## config.mk

```make
export PLATFORM = sky130hd
export DESIGN_NAME = sc_fault_guard
export DESIGN_NICKNAME = d
export VERILOG_FILES = /design/src/rtl/sc_guard_pkg.sv /design/src/rtl/sc_phase_check.sv /design/src/rtl/sc_fault_latch.sv /design/src/rtl/sc_fault_guard.sv
export SDC_FILE = /design/constraint.sdc
export NUM_CORES = 1
export LEC_CHECK = 0
export BUFFER_PORTS_ARGS = -buffer_cell sky130_fd_sc_hd__clkbuf_2
export CAP_MARGIN = 20
export CORE_ASPECT_RATIO = 0.6
export CORE_MARGIN = 2
export CORE_UTILIZATION = 40
export CTS_BUF_LIST = sky130_fd_sc_hd__clkbuf_8 sky130_fd_sc_hd__clkbuf_16
export DETAILED_ROUTE_END_ITERATION = 12
export GPL_ROUTABILITY_DRIVEN = 0
export PLACE_DENSITY_LB_ADDON = 0.25
export REMOVE_ABC_BUFFERS = 1
export SETUP_SLACK_MARGIN = 0.02
export SYNTH_ARGS = -nofsm -noshare
export SYNTH_HDL_FRONTEND = slang
export SYNTH_SLANG_ARGS = --single-unit
```

## constraint.sdc

```tcl
create_clock -name clk_i -period 2.1 [get_ports clk_i]
set_input_delay 0.42 -clock clk_i [delete_from_list [all_inputs] [get_ports clk_i]]
set_output_delay 0.42 -clock clk_i [all_outputs]
set_load 0.02 [all_outputs]
```

## src/rtl/sc_guard_pkg.sv

```systemverilog
package sc_guard_pkg;

  // {top,bot} command encoding of one phase
  typedef enum logic [1:0] {
    LEG_OFF  = 2'b00,
    LEG_LOW  = 2'b01,
    LEG_HIGH = 2'b10,
    LEG_BOTH = 2'b11
  } leg_cmd_e;

  localparam int unsigned FLT_SHORT = 0;
  localparam int unsigned FLT_HOT   = 1;
  localparam int unsigned FLT_W     = 2;

  // true when the observed level contradicts a single-leg command
  function automatic logic level_wrong(input leg_cmd_e cmd, input logic lvl);
    case (cmd)
      LEG_HIGH: level_wrong = !lvl;
      LEG_LOW:  level_wrong = lvl;
      default:  level_wrong = 1'b0;
    endcase
  endfunction

endpackage

```

## src/rtl/sc_phase_check.sv

```systemverilog
module sc_phase_check
  import sc_guard_pkg::*;
#(
  parameter int unsigned BLANK_CYC = 25
) (
  input  logic clk_i,
  input  logic rst_ni,
  input  logic top_i,
  input  logic bot_i,
  input  logic lvl_i,
  output logic mis_o
);

  localparam int unsigned CNT_W = (BLANK_CYC < 1) ? 1 : $clog2(BLANK_CYC + 1);
  localparam logic [CNT_W-1:0] BLANK_LD = CNT_W'(BLANK_CYC);

  leg_cmd_e         cmd_now;
  leg_cmd_e         cmd_q;
  logic [CNT_W-1:0] cnt_q;
  logic             cmd_edge;
  logic             quiet;
  logic             mis_q;

  assign cmd_now  = leg_cmd_e'({top_i, bot_i});
  assign cmd_edge = (cmd_now != cmd_q);
  assign quiet    = (cnt_q == '0) && !cmd_edge;

  always_ff @(posedge clk_i or negedge rst_ni) begin
    if (!rst_ni) begin
      cmd_q <= LEG_OFF;
      cnt_q <= '0;
      mis_q <= 1'b0;
    end else begin
      cmd_q <= cmd_now;
      if (cmd_edge)           cnt_q <= BLANK_LD;
      else if (cnt_q != '0)   cnt_q <= cnt_q - 1'b1;
      mis_q <= quiet && level_wrong(cmd_now, lvl_i);
    end
  end

  assign mis_o = mis_q;

  // the edge that samples a command change is always blanked
  a_r3_edge_blanks: assert property (@(posedge clk_i) disable iff (!rst_ni)
    ({top_i, bot_i} != cmd_q) |=> !mis_o);

  // an off or both-on command never yields a flag
  a_r2_no_check_idle: assert property (@(posedge clk_i) disable iff (!rst_ni)
    (top_i == bot_i) |=> !mis_o);

endmodule

```

## src/rtl/sc_fault_latch.sv

```systemverilog
module sc_fault_latch #(
  parameter int unsigned W = 2
) (
  input  logic         clk_i,
  input  logic         rst_ni,
  input  logic [W-1:0] set_i,
  input  logic         clr_i,
  output logic [W-1:0] flt_o
);

  logic [W-1:0] flt_q;

  for (genvar i = 0; i < W; i++) begin : g_bit
    // set dominates clear
    always_ff @(posedge clk_i or negedge rst_ni) begin
      if (!rst_ni)        flt_q[i] <= 1'b0;
      else if (set_i[i])  flt_q[i] <= 1'b1;
      else if (clr_i)     flt_q[i] <= 1'b0;
    end

    a_r7_hold: assert property (@(posedge clk_i) disable iff (!rst_ni)
      (flt_q[i] && !clr_i) |=> flt_q[i]);

    a_r8_set_wins: assert property (@(posedge clk_i) disable iff (!rst_ni)
      (set_i[i] && clr_i) |=> flt_q[i]);

    a_r7_clear: assert property (@(posedge clk_i) disable iff (!rst_ni)
      (clr_i && !set_i[i]) |=> !flt_q[i]);
  end

  assign flt_o = flt_q;

endmodule

```

## src/rtl/sc_fault_guard.sv

```systemverilog
module sc_fault_guard
  import sc_guard_pkg::*;
#(
  parameter int unsigned NPHASE    = 3,
  parameter int unsigned BLANK_CYC = 25
) (
  input  logic              clk_i,
  input  logic              rst_ni,
  input  logic [NPHASE-1:0] top_cmd_i,
  input  logic [NPHASE-1:0] bot_cmd_i,
  input  logic [NPHASE-1:0] out_lvl_i,
  input  logic              over_temp_i,
  input  logic              fault_clr_i,
  output logic              sc_o,
  output logic [FLT_W-1:0]  fault_o,
  output logic              disable_o
);

  logic [NPHASE-1:0] mis;
  logic [FLT_W-1:0]  flt_set;

  for (genvar p = 0; p < NPHASE; p++) begin : g_phase
    sc_phase_check #(
      .BLANK_CYC(BLANK_CYC)
    ) i_check (
      .clk_i (clk_i),
      .rst_ni(rst_ni),
      .top_i (top_cmd_i[p]),
      .bot_i (bot_cmd_i[p]),
      .lvl_i (out_lvl_i[p]),
      .mis_o (mis[p])
    );
  end

  assign sc_o = |mis;

  always_comb begin
    flt_set            = '0;
    flt_set[FLT_SHORT] = sc_o;
    flt_set[FLT_HOT]   = over_temp_i;
  end

  sc_fault_latch #(
    .W(FLT_W)
  ) i_latch (
    .clk_i (clk_i),
    .rst_ni(rst_ni),
    .set_i (flt_set),
    .clr_i (fault_clr_i),
    .flt_o (fault_o)
  );

  assign disable_o = (|fault_o) || sc_o || over_temp_i;

  a_r5_short_sets: assert property (@(posedge clk_i) disable iff (!rst_ni)
    sc_o |=> fault_o[FLT_SHORT]);

  a_r5_hot_sets: assert property (@(posedge clk_i) disable iff (!rst_ni)
    over_temp_i |=> fault_o[FLT_HOT]);

  a_r6_disable_held: assert property (@(posedge clk_i) disable iff (!rst_ni)
    (|fault_o) |-> disable_o);

endmodule

```

==> impl_metrics.csv <==
group,metric,value,unit
detailed_routing,drtAntennaViolNets,0,
detailed_routing,m1WireLength,1040,um
die,core_area,0.00287,sq mm
detailed_routing,drc_errors,0,
clock_tree,clock_sinks,26,
final_layout,fillers,259,
die,fp.dieW,74.8,um
logic_synthesis,ys_types,24,
sta,period_share,0.953,
status,status,"complete, no violations",
setup_path,r2r_start,"g_phase[1].i_check.cnt_q[0]$_DFFE_PN0P_",
detailed_routing,first_pass_iters,4,
detailed_routing,wl_met2,833,um
sta,worst_pin_slew,637,ps
die,start_util,0.419,
logic_synthesis,yosysMostFrequentCell,"dfrtp_1",
final_layout,fin_nets,144,
setup_path,crit_type,"reg -> out",
global_routing,antenna_found_initial,0,
global_routing,grt_pass1_vias,734,
clock_tree,clk_pin_slew_worst_paths,90,ps
detailed_routing,vias,792,
sta,max_freq,500,MHz
setup_path,crit_path_end,"disable_o",
global_routing,overflow,0,
place,dp_cells,165,
detailed_routing,wl_per_cell,11.7,um
logic_synthesis,synth_area_per_cell,10.9,sq um
place,port_buffers,16,
die,num_io_pins,17,
place,place_area,0.00132,sq mm
setup_path,end_kind,"primary output",
global_routing,grt_use_total,0.133,
detailed_routing,first_iter_violations,76,
logic_synthesis,yosysTopAreaCellShare,0.541,
final_layout,drive_gt1_frac,0.205,
setup_path,start_kind,"register",
detailed_routing,wl_met3,100,um
logic_synthesis,synth_seq_cells,26,
clock_tree,cts_root_buf,"clkbuf_8",
final_layout,fin_area,0.00140,sq mm
clock_tree,cts_tree,"done",
power,powerDensity,775,mW/mm^2
sta,rsz0062_at_grt,"no",
detailed_routing,top_layer_used,"met4",
global_routing,grt_pass1_wl,3310,um
setup_path,crit_arrival,1580,ps
logic_synthesis,synth_top_cell_by_area,"dfrtp_1",
logic_synthesis,syn_area,0.00120,sq mm
final_layout,diodes,0,
logic_synthesis,synth_flop_cell,"dfrtp_1",
logic_synthesis,synthTopCellsByCount,"dfrtp_1, xnor2_1, inv_1, nand2_1",
power,vdd_drop_max,0.426,mV
sta,layout_setup_ws,99.0,ps
sta,layout_min_cycle_time,2000,ps
setup_path,startpoint,"g_phase[1].i_check.mis_o$_DFF_PN0_",
final_layout,fin_util,0.486,
global_routing,grt_max_degree,27,
clock_tree,cts_buffer_depth,2,
sta,finalMaxSlewViolations,0,
die,dieHeight,46.5,um
setup_path,r2r_end,"g_phase[1].i_check.cnt_q[0]$_DFFE_PN0P_",
place,hpwl,1550,um
final_layout,fin_cells,169,
min_path,hold_path.class,"in -> async",
place,pre_cts_slack,387,ps
logic_synthesis,ys_seq_area_frac,0.541,
setup_path,critPathRequiredTime,1680,ps
detailed_routing,wl,1980,um
logic_synthesis,synth_edf_count,0,
die,dieArea,0.00348,sq mm
logic_synthesis,ys.warnings.count,0,
clock_tree,hold_buffers,0,
clock_tree,worst_skew_pair.late_latency,270,ps
logic_synthesis,async_reset_ff_frac,1.00,
sta,fin_tns_setup,0,ps
setup_path,rr_worst_depth,5,
logic_synthesis,synth_area_leaders,"dfrtp_1, xnor2_1, a211oi_2",
sta,finalSetupViolations,0,
power,p_leak,0.593,nW
clock_tree,cts-htree-levels,1,
sta,clock-skew-final,9.40,ps
power,finalPower,1.08,mW
sta,timing.hold.ws,155,ps
setup_path,worst-r2r-setup-slack,430,ps
sta,hold_violations,0,
sta,timing.slew.headroom,0.575,
job,drv_cap,0,
detailed_routing,via_per_inst,4.69,
die,rows,15,
clock_tree,numCtsBuffers,3,
final_layout,area_delta_synth_final,16.1,%
logic_synthesis,postSynthCellCount,110,
setup_path,crit_path_max_fanout,3,
-- worst max-delay path: stages (launching register included) --
cell and delay, ps:
dfrtp_1 370, or3_4 390, or4_1 390, buf_2 170
-- final cells by class --
cell class,count,area [sq um],area share
well taps,42,52.6,0.0376
repair buffers,16,80.1,0.0573
inverters,7,26.3,0.0188
clock inverters,1,30.0,0.0215
clock buffers,3,41.3,0.0296
multi-input cells,74,515,0.369
flip-flops and latches,26,651,0.466
-- metal layers --
metal  GRT usage  vias up
met3      0.0591        2
met1       0.195      365
met5           0        -
met2       0.177       16
li1            -      409
met4      0.0321        0
-- repair_timing --
item,CTS,global route
buffers inserted,0,0
endpoints found under the hold margin,0,0
endpoints found under the setup margin,0,1
resized for setup,0,2
-- kinds of logic after synthesis --
kind of cell | synth area share
xor gates and xnor gates | 0.0656
DFF | 0.541
and+or+nand+nor | 0.221
AOI/OAI and AO/OA | 0.107
buffers and inverters | 0.0343
adders and majority gates | 0.0312
-- power breakdown --
| group | switching [mW] | total (mW) | leakage [nW] | internal [mW] |
|---|---|---|---|---|
| logic | 0.0696 | 0.131 | 0.254 | 0.0617 |
| clock network | 0.151 | 0.406 | 0.0357 | 0.255 |
| registers | 0.0198 | 0.545 | 0.303 | 0.525 |
| total | 0.240 | 1.08 | 0.593 | 0.842 |
-- worst min path at each step --
stage	startpoint	to	slack (ps)
after floorplan	rst_ni	g_phase[0].i_check.cmd_q[0]$_DFF_PN0_	120
after CTS	rst_ni	g_phase[1].i_check.cnt_q[1]$_DFFE_PN0P_	170
after detailed placement	rst_ni	g_phase[1].i_check.cmd_q[0]$_DFF_PN0_	480
after global placement	rst_ni	g_phase[1].i_check.cmd_q[1]$_DFF_PN0_	480
after global routing	rst_ni	g_phase[1].i_check.cnt_q[1]$_DFFE_PN0P_	180
final	rst_ni	g_phase[1].i_check.cnt_q[1]$_DFFE_PN0P_	150
-- layout by cell type (no fill, tap or decap), types with 2 or more instances in the layout --
cell type	Yosys	routed
clkbuf_8	0	3
ha_1	3	3
nand3b_1	2	2
a21oi_1	6	6
or3_2	2	2
nand3_1	2	2
dfrtp_1	26	26
a21o_1	4	4
xnor2_1	9	9
nor2_1	5	5
nor2b_1	6	6
nor3_1	6	6
nor3b_1	3	3
clkbuf_2	0	15
inv_1	7	7
nand2_1	7	7
nand2b_1	3	3
or2b_1	2	2
a211oi_2	3	3
or4b_1	3	3
a211o_1	3	3
-- registers in the layout, indices dropped and copies added (netlist names) --
name / count
i_latch.flt_o: 2
g_phase.i_check.cmd_q: 6
g_phase.i_check.cnt_q: 15
g_phase.i_check.mis_o: 3
(Power assumes the default switching activity.)
